### config.mk
export PLATFORM = sky130hd
export DESIGN_NAME = quad_slot_interleaver
export DESIGN_NICKNAME = d
export VERILOG_FILES = /design/src/rtl/qsi_pkg.sv /design/src/rtl/qsi_slot_ctr.sv /design/src/rtl/qsi_port_sel.sv /design/src/rtl/qsi_lane_fix.sv /design/src/rtl/quad_slot_interleaver.sv
export SDC_FILE = /design/constraint.sdc
export NUM_CORES = 1
export LEC_CHECK = 0
export ABC_AREA = 1
export BUFFER_PORTS_ARGS = -buffer_cell sky130_fd_sc_hd__buf_2
export CAP_MARGIN = 20
export CORE_MARGIN = 2
export CORE_UTILIZATION = 48
export DETAILED_ROUTE_END_ITERATION = 12
export PLACE_DENSITY = 0.95
export SYNTH_ARGS = -nofsm -noshare
export SYNTH_HDL_FRONTEND = slang
export SYNTH_SLANG_ARGS = --single-unit
### constraint.sdc
create_clock -name clk -period 2.85 [get_ports clk]
set_clock_uncertainty 0.05 [all_clocks]
set_input_delay 0.4275 -clock clk [delete_from_list [all_inputs] [get_ports clk]]
set_output_delay 0.4275 -clock clk [all_outputs]
set_load 0.02 [all_outputs]
### src/rtl/qsi_pkg.sv
package qsi_pkg;
  localparam int OCT_W = 8;
  localparam logic [OCT_W-1:0] K28_5 = 8'hBC;
  localparam logic [OCT_W-1:0] K28_1 = 8'h3C;
  localparam logic [OCT_W-1:0] D16_2 = 8'h50;
  localparam logic [OCT_W-1:0] D5_6  = 8'hC5;

  typedef struct packed {
    logic             en;
    logic             er;
    logic             ctl;
    logic [OCT_W-1:0] data;
  } lane_t;
endpackage

### src/rtl/qsi_slot_ctr.sv
module qsi_slot_ctr #(
  parameter int NPORTS = 4,
  localparam int SEL_W = $clog2(NPORTS)
) (
  input  logic              clk,
  input  logic              rst_n,
  output logic [SEL_W-1:0]  sel,
  output logic [NPORTS-1:0] ready
);
  localparam logic [SEL_W-1:0] LAST = SEL_W'(NPORTS - 1);

  logic [SEL_W-1:0] sel_q;
  logic [SEL_W-1:0] sel_d;

  always_comb begin
    if (sel_q == LAST) sel_d = '0;
    else               sel_d = sel_q + 1'b1;
  end

  always_ff @(posedge clk or negedge rst_n) begin
    if (!rst_n) sel_q <= '0;
    else        sel_q <= sel_d;
  end

  assign sel = sel_q;

  for (genvar i = 0; i < NPORTS; i++) begin : g_rdy
    assign ready[i] = (sel_q == SEL_W'(i));
  end
endmodule

### src/rtl/qsi_port_sel.sv
module qsi_port_sel
  import qsi_pkg::*;
#(
  parameter int NPORTS = 4,
  localparam int SEL_W = $clog2(NPORTS)
) (
  input  logic [SEL_W-1:0]        sel,
  input  logic [NPORTS*OCT_W-1:0] in_data,
  input  logic [NPORTS-1:0]       in_ctl,
  input  logic [NPORTS-1:0]       in_en,
  input  logic [NPORTS-1:0]       in_er,
  output lane_t                   lane
);
  always_comb begin
    lane.data = in_data[int'(sel)*OCT_W +: OCT_W];
    lane.ctl  = in_ctl[sel];
    lane.en   = in_en[sel];
    lane.er   = in_er[sel];
  end
endmodule

### src/rtl/qsi_lane_fix.sv
module qsi_lane_fix
  import qsi_pkg::*;
(
  input  lane_t in_lane,
  input  logic  mark_slot,
  input  logic  prev_k,
  input  logic  full_duplex,
  output lane_t out_lane,
  output logic  is_k
);
  always_comb begin
    is_k     = in_lane.ctl && (in_lane.data == K28_5);
    out_lane = in_lane;
    if (mark_slot && is_k)
      out_lane.data = K28_1;
    else if (prev_k && !in_lane.ctl && (in_lane.data == D16_2))
      out_lane.data = D5_6;
    if (full_duplex && !in_lane.en)
      out_lane.er = 1'b0;
  end
endmodule

### src/rtl/quad_slot_interleaver.sv
module quad_slot_interleaver
  import qsi_pkg::*;
#(
  parameter int NPORTS = 4,
  localparam int SEL_W = $clog2(NPORTS)
) (
  input  logic                    clk,
  input  logic                    rst_n,
  input  logic                    full_duplex,
  input  logic [NPORTS*OCT_W-1:0] in_data,
  input  logic [NPORTS-1:0]       in_ctl,
  input  logic [NPORTS-1:0]       in_en,
  input  logic [NPORTS-1:0]       in_er,
  output logic [NPORTS-1:0]       port_ready,
  output logic [OCT_W-1:0]        out_data,
  output logic                    out_ctl,
  output logic                    out_en,
  output logic                    out_er,
  output logic [SEL_W-1:0]        out_slot
);
  localparam logic [SEL_W-1:0] MARK_PORT = '0;

  logic [SEL_W-1:0]  sel;
  lane_t             raw_lane;
  lane_t             fix_lane;
  logic              is_k;
  logic [NPORTS-1:0] prevk_q;
  logic [NPORTS-1:0] prevk_d;
  lane_t             out_q;
  logic [SEL_W-1:0]  slot_q;

  qsi_slot_ctr #(.NPORTS(NPORTS)) u_ctr (
    .clk   (clk),
    .rst_n (rst_n),
    .sel   (sel),
    .ready (port_ready)
  );

  qsi_port_sel #(.NPORTS(NPORTS)) u_sel (
    .sel     (sel),
    .in_data (in_data),
    .in_ctl  (in_ctl),
    .in_en   (in_en),
    .in_er   (in_er),
    .lane    (raw_lane)
  );

  qsi_lane_fix u_fix (
    .in_lane     (raw_lane),
    .mark_slot   (sel == MARK_PORT),
    .prev_k      (prevk_q[sel]),
    .full_duplex (full_duplex),
    .out_lane    (fix_lane),
    .is_k        (is_k)
  );

  always_comb begin
    prevk_d      = prevk_q;
    prevk_d[sel] = is_k;
  end

  always_ff @(posedge clk or negedge rst_n) begin
    if (!rst_n) begin
      prevk_q <= '0;
      out_q   <= '0;
      slot_q  <= '0;
    end else begin
      prevk_q <= prevk_d;
      out_q   <= fix_lane;
      slot_q  <= sel;
    end
  end

  assign out_data = out_q.data;
  assign out_ctl  = out_q.ctl;
  assign out_en   = out_q.en;
  assign out_er   = out_q.er;
  assign out_slot = slot_q;
endmodule

==> results.json, run 1 <==
{
  "viasPerCell": 4.859,
  "nFillCells": 210,
  "fin_nets": 284,
  "holdBufCountCts": 0,
  "required_ns": 2.37,
  "clock.fmax_mhz": 451.3,
  "dr.pass1.iters": 4,
  "die_y_um": 54.26,
  "synth_common_cells": "nand2_1, nand3_1, dfrtp_1",
  "synthToLayoutAreaGrowth_pct": 25.80,
  "r2r_setup_slack_ns": 0.98,
  "cts.clk_slew.worst_paths_ns": 0.10,
  "synth.area.top_cells": "dfrtp_1, nand2_1, nand3_1",
  "p_leak_nw": 0.9142,
  "synth-async-reset-ratio_pct": 100.0,
  "tightestPinTransition_ns": 0.5741,
  "drive_gt1_share_pct": 35.34,
  "critPathLaunch": "u_ctr.sel[1]$_DFF_PN0_",
  "grt_pass1_wl_um": 4767,
  "tns_ns": 0,
  "synthCells": 172,
  "tritoncts": "built",
  "cts_root_buf": "clkbuf_4",
  "fin_crit_sh_pct": 77.75,
  "clk_latency_ns": 0.30,
  "synthMostInstantiatedCell": "nand2_1",
  "yosysSeqAreaShare_pct": 39.22,
  "yosys.area.top_type": "dfrtp_1",
  "grt_max_degree": 27,
  "layout_min_cycle_time_ns": 2.216,
  "synth_edf_count": 0,
  "syn-num-nets": 223,
  "rsz0062_at_grt": "no",
  "outcome": "finished, violations left",
  "r2r_start": "u_ctr.sel[1]$_DFF_PN0_",
  "coreArea_um2": 2432,
  "rows": 18,
  "worstSetupPathType": "register to output pin",
  "drt_first_iter_violations": 20,
  "ant_nets": 0,
  "io_pins": 64,
  "slew_headroom_pct": 61.73,
  "violations": "hold timing",
  "hold_viol": 19,
  "dpl.hpwl_um": 2286,
  "track_usage_pct": 22.49,
  "setup_viol": 0,
  "diodes": 0,
  "worst_slack_ns": 0.6340,
  "critPathMaxFanout": 18,
  "drcViolationCount": 0,
  "avgSynthCellArea_um2": 7.049,
  "power_density_nw_per_um2": 327.9,
  "syn-cell-area_um2": 1212,
  "arrival_ns": 1.74,
  "end_kind": "output pin",
  "antenna_found_initial": 0,
  "post-cts-setup-buffers": 0,
  "dieArea_um2": 2944,
  "hold_slack_ns": -0.008105,
  "initial_core_util_pct": 49.85,
  "seq_area_um2": 475.5,
  "reg2reg_to": "prevk_q[3]$_DFFE_PN0P_",
  "place_ws_ns": 0.9906,
  "ys_ff_latch": 19,
  "hold_class": "input port to asynchronous set/reset pin",
  "ir_drop_mv": 0.2171,
  "synth_cell_types": 18,
  "yosys_most_used_dff": "dfrtp_1",
  "synth_top_area_share_pct": 39.22,
  "wl_per_cell_um": 11.00,
  "overflow": 0,
  "cts_sinks": 19,
  "drv_cap": 0,
  "start_kind": "register",
  "port_buffers": 63,
  "power_mw": 0.5001,
  "drv_slew": 0,
  "cts_buffers": 3,
  "fp.dieW_um": 54.26,
  "num_vias": 1273,
  "cts_buffer_depth": 2,
  "cts_max_level": 1,
  "multi_input_area_um2": 579.3,
  "wl_um": 2883,
  "cts_resized": 0,
  "grt_pass1_vias": 1160,
  "synth-warning-count": 0,
  "place_congestion": 0.8972,
  "reg2reg_depth": 8
}
==> power breakdown <==
group / internal, mW / switching [mW]
Combinational: 0.0403 / 0.0478
Clock: 0.0546 / 0.0783
Sequential: 0.277 / 0.00177
Total: 0.372 / 0.128
==> how the worst max path moves through the flow <==
stage	to	cells past startpoint
floorplan	port_ready[0]	5
global placement	port_ready[1]	3
detailed placement	port_ready[1]	3
CTS	port_ready[1]	3
global route	port_ready[1]	3
finish	port_ready[1]	3
==> registers in the layout, indices dropped and copies added (netlist names) <==
name	count
out_ctl	1
out_slot	2
out_en	1
u_ctr.sel	2
out_data	8
prevk_q	4
out_er	1
==> kinds of logic (layout without fill, tap and decap cells) <==
group                    after synthesis  after routing  synth area share, %
AND/OR/NAND/NOR                      109            109                37.98
buffers and inverters                 29             89                13.00
flip-flops                            19             19                39.22
AO/OA/AOI/OAI                         11             11                5.676
adder cells (fa/ha/maj)                4              4                4.128
==> critical path: stages (launching register included) <==
cell and delay, ns:
dfrtp_1 0.72, inv_2 0.26, ha_1 0.29, buf_2 0.17
==> final cells by class <==
| type | instances | area share [%] |
|---|---|---|
| clock buffer | 4 | 1.723 |
| inverter | 21 | 5.496 |
| multi-input combinational | 124 | 37.98 |
| sequential | 19 | 31.17 |
| tap | 30 | 2.461 |
| timing repair buffer | 64 | 21.16 |
==> placed cells by master, fill, tap and decap left out, drive strengths merged <==
cell type | synthesis | routed
clkbuf | 0 | 4
o22ai | 2 | 2
a21oi | 3 | 3
ha | 4 | 4
nand3 | 23 | 23
dfrtp | 19 | 19
nor2 | 12 | 12
buf | 8 | 64
inv | 21 | 21
o21ai | 6 | 6
nand2 | 74 | 74
==> metal layers <==
layer | up-vias | GRT usage (%) | routed length, um
met5 | - | 0 | 0
met4 | 0 | 7.500 | 43
met3 | 5 | 2.732 | 189
met2 | 52 | 41.97 | 1522
met1 | 567 | 26.30 | 1127
li1 | 649 | - | -
==> stage by stage <==
| step | area [um2] | cells | utilization [%] |
|---|---|---|---|
| 2_1_floorplan | 1212 | 172 | - |
| 3_3_place_gp | 1499 | 258 | 61.63 |
| 3_5_place_dp | 1499 | 258 | 61.63 |
| 4_1_cts | 1525 | 262 | 62.71 |
| 5_1_grt | 1525 | 262 | 62.71 |
| 6_report | 1525 | 262 | 62.71 |
Power figures use the tool's default switching activity.
==> run 2: changes to the inputs <==
--- a/config.mk
+++ b/config.mk
@@ -9,9 +9,9 @@
 export BUFFER_PORTS_ARGS = -buffer_cell sky130_fd_sc_hd__buf_2
 export CAP_MARGIN = 20
 export CORE_MARGIN = 2
-export CORE_UTILIZATION = 48
+export CORE_UTILIZATION = 40
 export DETAILED_ROUTE_END_ITERATION = 12
-export PLACE_DENSITY = 0.95
+export PLACE_DENSITY = 0.86
 export SYNTH_ARGS = -nofsm -noshare
 export SYNTH_HDL_FRONTEND = slang
 export SYNTH_SLANG_ARGS = --single-unit
==> constraint.sdc (replaced) <==
create_clock -name clk -period 1.85 [get_ports clk]
set_clock_uncertainty 0.05 [all_clocks]
set_input_delay 0.2775 -clock clk [delete_from_list [all_inputs] [get_ports clk]]
set_output_delay 0.2775 -clock clk [all_outputs]
set_load 0.02 [all_outputs]
==> results.json, run 2 (synthesis gave the netlist of run 1 again) <==
{
  "outcome": "finished clean",
  "dieArea_um2": 3487,
  "setup_viol": 0,
  "slew_headroom_pct": 73.28,
  "track_usage_pct": 17.40,
  "coreArea_um2": 2829,
  "end_kind": "output pin",
  "cp_top_family": "buffers and inverters",
  "final_cell_mix": "nand2_1, buf_2, nand3_1",
  "diodes": 0,
  "rows": 19,
  "drv_cap": 0,
  "overflow": 0,
  "start_kind": "register",
  "tritoncts": "built",
  "multi_input_area_um2": 581.8,
  "hold_class": "input port to register",
  "power_density_nw_per_um2": 491.3,
  "tns_ns": 0,
  "initial_core_util_pct": 42.86,
  "antenna_found_initial": 0,
  "cts_max_level": 1,
  "ir_drop_mv": 0.2087,
  "drcViolationCount": 0,
  "ant_nets": 0,
  "grt_pass1_wl_um": 4602,
  "dr.pass1.iters": 4,
  "hold_viol": 0,
  "drive_gt1_share_pct": 36.17,
  "fin_crit_sh_pct": 94.21,
  "cts_sinks": 19,
  "required_ns": 1.52,
  "clk_latency_ns": 0.29,
  "place_area_um2": 1528,
  "cts.clk_slew.worst_paths_ns": 0.10,
  "placed_cells": 261,
  "seq_area_um2": 475.5,
  "wl_um": 2729,
  "nFillCells": 274,
  "post-cts-setup-buffers": 0,
  "rsz0062_at_grt": "no",
  "critPathMaxFanout": 26,
  "path_buf_inv": 3,
  "viasPerCell": 4.707,
  "drv_slew": 0,
  "tightestPinTransition_ns": 0.4008,
  "final_cells": 266,
  "die_y_um": 59.06,
  "largest_reg_flops": 8,
  "io_pins": 64,
  "grt_pass1_vias": 1081,
  "layout_min_cycle_time_ns": 1.743,
  "cts_root_buf": "clkbuf_4",
  "final_core_util_pct": 55.46,
  "num_vias": 1252,
  "hold_path_startpoint": "full_duplex",
  "fp.dieW_um": 59.06,
  "port_buffers": 63,
  "crit_chain": "buf_12, inv_8, ha_1, buf_2",
  "mostFrequentLayoutCell": "nand2_1",
  "dpl.hpwl_um": 2177,
  "drt_first_iter_violations": 27,
  "finalInstanceArea_um2": 1569,
  "place_congestion": 0.8302,
  "r2r_start": "u_ctr.sel[0]$_DFF_PN0_",
  "fin_nets": 287,
  "cts_buffers": 3,
  "grt_max_degree": 27,
  "cts_buffer_depth": 2,
  "critPathLaunch": "u_ctr.sel[0]$_DFF_PN0_",
  "arrival_ns": 1.42,
  "cp_slowest_stage_delay_ns": 0.42,
  "power_mw": 0.7708,
  "p_leak_nw": 0.9333,
  "slowest_stage": "dfrtp_1",
  "clock.fmax_mhz": 573.8,
  "wl_per_cell_um": 10.26,
  "synthToLayoutAreaGrowth_pct": 29.41,
  "worstSetupPathType": "register to output pin"
}
run 2: what timing repair did:
item,in CTS,in global routing
endpoints found under the hold margin,19,0
hold buffers,1,0
gates resized for setup,0,2
endpoints found under the setup margin,0,2
run 2: cell type report:
type / count / area share (%)
multi-input cells: 124 / 37.08
flip-flops and latches: 19 / 30.30
repair buffers: 67 / 22.97
inverters: 21 / 5.502
well taps: 31 / 2.472
clock buffers: 4 / 1.675
run 2: power breakdown:
group | leakage (nW) | switching (mW) | total, mW | internal, mW
clock | 0.0150 | 0.120 | 0.204 | 0.0840
combinational | 0.681 | 0.0728 | 0.136 | 0.0635
sequential | 0.237 | 0.00300 | 0.430 | 0.427
total | 0.933 | 0.196 | 0.771 | 0.575
run 2: per-layer routing:
layer | global-route usage, % | part of all wire, % | up-vias
met5 | 0 | 0 | -
met4 | 9.416 | 2.4 | 0
met3 | 2.183 | 6.5 | 7
met2 | 28.73 | 48 | 52
met1 | 22.11 | 43 | 540
li1 | - | - | 653
run 2: final timing paths:
kind / to / slack [ns] / cells past startpoint
worst max-delay path: port_ready[0] / 0.11 / 4
worst min-delay path: out_er$_DFF_PN0_ / 0.22 / 4
worst max register to register: out_data[7]$_DFF_PN0_ / 0.25 / 11
worst min register to register: prevk_q[2]$_DFFE_PN0P_ / 0.48 / 2
max in group asynchronous: out_data[3]$_DFF_PN0_ / 1.10 / 2
min in group asynchronous: out_slot[0]$_DFF_PN0_ / 0.37 / 2
run 2: metrics by stage:
stage	worst slack (ns)	hold WS [ns]
after floorplan	0.3947	-0.06809
after global placement	0.2766	0.1794
after detailed placement	0.2407	0.1804
after CTS	0.05098	0.2096
after global routing	0.02322	0.2293
final	0.1072	0.2182
run 2: tightest hold or removal path, stage by stage:
cell and delay [ns]:
buf_2 0.09, inv_1 0.04, o21ai_0 0.07, inv_1 0.05
